### config.mk
export PLATFORM = sky130hd
export DESIGN_NAME = irq_collector
export DESIGN_NICKNAME = d
export VERILOG_FILES = /design/src/rtl/irq_collector.sv
export SDC_FILE = /design/constraint.sdc
export NUM_CORES = 1
export LEC_CHECK = 0
export BUFFER_PORTS_ARGS = -buffer_cell sky130_fd_sc_hd__buf_2
export CAP_MARGIN = 20
export CORE_MARGIN = 1.5
export CORE_UTILIZATION = 47
export DETAILED_ROUTE_END_ITERATION = 7
export GPL_TIMING_DRIVEN = 0
export PLACE_DENSITY = 0.69
export SLEW_MARGIN = 20
export SYNTH_ARGS = -nofsm -noshare
export SYNTH_HDL_FRONTEND = slang
export SYNTH_SLANG_ARGS = --single-unit
### constraint.sdc
create_clock -name clk -period 1.18 [get_ports clk]
set_input_delay 0.177 -clock clk [delete_from_list [all_inputs] [get_ports clk]]
set_output_delay 0.177 -clock clk [all_outputs]
set_load 0.02 [all_outputs]
### src/rtl/irq_collector.sv
module irq_collector #(
  parameter int DW  = 8,
  parameter int NIN = 4
) (
  input  logic          clk,
  input  logic          rst_n,
  input  logic [DW-2:0] src_pulse,
  input  logic [NIN-1:0] pin_in,
  input  logic [2:0]    addr,
  input  logic          wr_en,
  input  logic [DW-1:0] wr_data,
  input  logic          rd_en,
  output logic [DW-1:0] rd_data,
  output logic          irq_n
);
  localparam int NSRC = DW - 1;

  logic [NSRC-1:0] stat_q;
  logic [DW-1:0]   mask_q;
  logic [NIN-1:0]  cen_q, sync1_q, sync2_q, prev_q, delta_q;
  logic [NIN-1:0]  edge_seen;
  logic [DW-1:0]   status;

  assign edge_seen = sync2_q ^ prev_q;
  assign status    = {|(delta_q & cen_q), stat_q};
  assign irq_n     = ~|(status & mask_q);

  always_ff @(posedge clk or negedge rst_n) begin
    if (!rst_n) begin
      stat_q  <= '0;
      mask_q  <= '0;
      cen_q   <= '0;
      sync1_q <= '0;
      sync2_q <= '0;
      prev_q  <= '0;
      delta_q <= '0;
    end else begin
      stat_q  <= ((wr_en && addr == 3'd0) ? (stat_q & ~wr_data[NSRC-1:0]) : stat_q) | src_pulse;
      if (wr_en && addr == 3'd2) mask_q <= wr_data;
      if (wr_en && addr == 3'd3) cen_q  <= wr_data[NIN-1:0];
      sync1_q <= pin_in;
      sync2_q <= sync1_q;
      prev_q  <= sync2_q;
      delta_q <= ((rd_en && addr == 3'd4) ? '0 : delta_q) | edge_seen;
    end
  end

  always_comb begin
    case (addr)
      3'd0:    rd_data = status;
      3'd1:    rd_data = status & mask_q;
      3'd2:    rd_data = mask_q;
      3'd3:    rd_data = DW'(cen_q);
      3'd4:    rd_data = {delta_q, sync2_q};
      default: rd_data = '0;
    endcase
  end


  src_latch_chk: assert property (@(posedge clk) disable iff (!rst_n)
    1'b1 |=> ((stat_q & $past(src_pulse)) == $past(src_pulse)));


  no_spurious_set_chk: assert property (@(posedge clk) disable iff (!rst_n)
    1'b1 |=> ((stat_q & ~$past(stat_q) & ~$past(src_pulse)) == '0));


  clear_chk: assert property (@(posedge clk) disable iff (!rst_n)
    (wr_en && addr == 3'd0) |=> ((stat_q & $past(wr_data[NSRC-1:0] & ~src_pulse)) == '0));


  delta_clear_chk: assert property (@(posedge clk) disable iff (!rst_n)
    (rd_en && addr == 3'd4 && edge_seen == '0) |=> (delta_q == '0));


  irq_needs_mask_chk: assert property (@(posedge clk) disable iff (!rst_n)
    !irq_n |-> (mask_q != '0));


  mask_hold_chk: assert property (@(posedge clk) disable iff (!rst_n)
    !(wr_en && addr == 3'd2) |=> $stable(mask_q));
endmodule

==> results.toml <==
[cts]
cts.reportedPaths.clkPinSlew_ns = 0.11
root_buffer = "clkbuf_4"
cts_tree = "built"
clock_path_buffers = 2
cts.sinks = 35
cts_made_buffers = 5
h-tree-depth = 2
clock_latency_ns = 0.33

[timing]
setup-violations-final = 9
hold_viol_final = 0
final_max_slew_viol_count = 0
fin_tns_setup_ns = -3.82
fin_crit_sh = 1.48
rsz0062_at_grt = "yes"
fin_skew_ns = 0.00228
max-slew-margin-rel = 0.507
whs_ns = 0.00864
worst_slew_pin_slew_ns = 0.740
fin_crit_ns = 1.74
max_freq_mhz = 574
layout_setup_ws_ns = -0.563

[synthesis]
ys.flop_type = "dfrtp_1"
yosysMostFrequentCell = "dfrtp_1"
synth_nets = 156
ys_seq_area_frac = 0.545
synth_top_cell_area_share = 0.545
synth_area_leaders = "dfrtp_1 55%, mux2_2 5.6%, a21o_1 4.7%"
synth_commonest_cells = "35 x dfrtp_1, 12 x nand2_1, 10 x a21o_1"
ys_ff_latch = 35
synth_edf_count = 0
ys_warn_count = 0
synth.distinct_cells = 32
syn_area_per_cell_um2 = 12.4
synth-async-reset-ratio = 1.00
syn_area_um2 = 1610
postSynthCellCount = 130
yosys.area.top_type = "dfrtp_1"

[job]
maxCapViolCount = 0

[setup_path]
cp-end-kind = "output port"
crit_buf_inv = 3
crit_fanout = 3
worstPathCellList = "buf_4 -> buf_6 -> mux2i_2 -> a2bb2oi_2 -> o22ai_2 -> buf_6"
slowest_delay_ns = 0.41
cpMostUsedCell = "buf_6"
path_delay_family = "flip-flops"
critPathSlowestCell = "dfrtp_1"
critical_path_required_ns = 1.00
critPathArrivalTime_ns = 1.57
critical_path_class = "reg -> out"
cp-start-kind = "register"

[placed_design]
io_buffer_count = 34
placed_area_um2 = 1860
gp_congestion = 0.902
hpwl_mm = 2.53

[routing]
wl_per_cell_um = 15.0
drt-initial-drc-count = 104
routed-via-count = 1285
wl_mm = 3.53
postRouteAntennaNets = 0
avgViaCountPerCell = 5.44
firstDrtPassIters = 5
drc = 0

[global_route]
grt_use_total = 0.208
grt_pass1_vias = 1209
grt_pass1_wl_mm = 5.57
grt_max_degree = 36
grt_antenna_before_repair = 0
globalRouteOverflowTotal = 0

[finish]
design_area_um2 = 2170
drive_gt1_frac = 0.495
area_growth_pct = 35.2
antenna_cells = 0
nNetsFinal = 215

[floorplan]
rows = 21
start_util = 0.485
fp.dieArea_um2 = 3780
top_level_ports = 35
dieWidth_um = 61.5
core_area_um2 = 3310
die_height_um = 61.5

[pwr]
powerDensity_nw_per_um2 = 1280
vdd_drop_max_mv = 0.934
total_leakage_power_nw = 0.948

[outcome]
status = "complete, but fails checks"
violations = "setup timing"

[min_path]
hp-class = "in -> reg"
==> cell families (layout without fill, tap and decap cells) <==
logic type      Yosys count  count (layout)  share of synthesized area
xor+xnor                  4               4                     0.0218
compound gates           37              37                      0.168
simple gates             31              31                      0.123
flops                    35              35                      0.545
buf+inv                   7              67                     0.0234
mux                      16              16                      0.118
==> final timing paths <==
kind | startpoint | depth (start not counted) | slack, ns | to
worst max-delay path | stat_q[0] | 6 | -0.56 | rd_data[0]
worst min-delay path | src_pulse[6] | 2 | 0.009 | stat_q[6]
worst max register to register | mask_q[2] | 3 | 0.14 | mask_q[2]
worst min register to register | sync1_q[2] | 0 | 0.36 | sync2_q[2]
min in group asynchronous | rst_n | 2 | 0.43 | prev_q[1]
max in group asynchronous | rst_n | 2 | 0.28 | stat_q[2]
==> repair_timing <==
item	in CTS	in global routing
gates cloned	0	0
buffers inserted	11	3
pin swaps	6	3
endpoints found under the hold margin	39	0
setup endpoints to repair	9	9
hold buffers	5	0
gates resized for setup	19	8
==> power by group <==
group          internal (mW)  switching, mW  total [mW]  leakage, nW
combinational          0.410          0.318       0.728        0.538
clock                  0.227          0.398       0.625       0.0272
sequential              1.32          0.113        1.43        0.383
total                   1.96          0.829        2.79        0.948
==> metrics by stage <==
step,total power [mW],cells,utilization,worst slack (ns)
2_1_floorplan,1.80,130,-,-0.0641
3_3_place_gp,1.98,210,0.562,-0.332
3_5_place_dp,2.00,210,0.562,-0.354
4_1_cts,2.76,234,0.642,-0.527
5_1_grt,2.96,236,0.656,-0.698
6_report,2.79,236,0.656,-0.563
==> cell type report <==
type                            instances  area, um^2
Clock inverter                          3        20.0
Buffer                                  4        26.3
Clock buffer                            5        37.5
Tap cell                               46        57.6
Timing Repair Buffer                   52         362
Sequential cell                        35         876
Multi-Input combinational cell         88         782
Fill cell                             254        1140
Inverter                                3        11.3
==> flip-flops by register name (all words and copies together) (netlist names) <==
register,cells
mask_q,8
stat_q,7
cen_q,4
delta_q,4
prev_q,4
sync1_q,4
sync2_q,4
==> per-layer routing <==
| metal | vias up | global-route usage | wire length (um) |
|---|---|---|---|
| met2 | 45 | 0.324 | 1670 |
| met3 | 7 | 0.0609 | 224 |
| met4 | 0 | 0.0760 | 59 |
| li1 | 599 | - | - |
| met1 | 634 | 0.279 | 1580 |
| met5 | - | 0 | 0 |
==> cells in the final DEF (no fill, tap or decap), types with 4 or more instances in the layout <==
master,n
buf_2,30
a21o_1,10
dfrtp_1,35
xor2_1,4
clkbuf_4,5
o22ai_2,4
nand2_1,12
mux2_4,4
buf_6,8
dlygate4sd3_1,5
mux2_2,8
buf_4,13
Note: power is estimated with default switching activity, not from simulation.
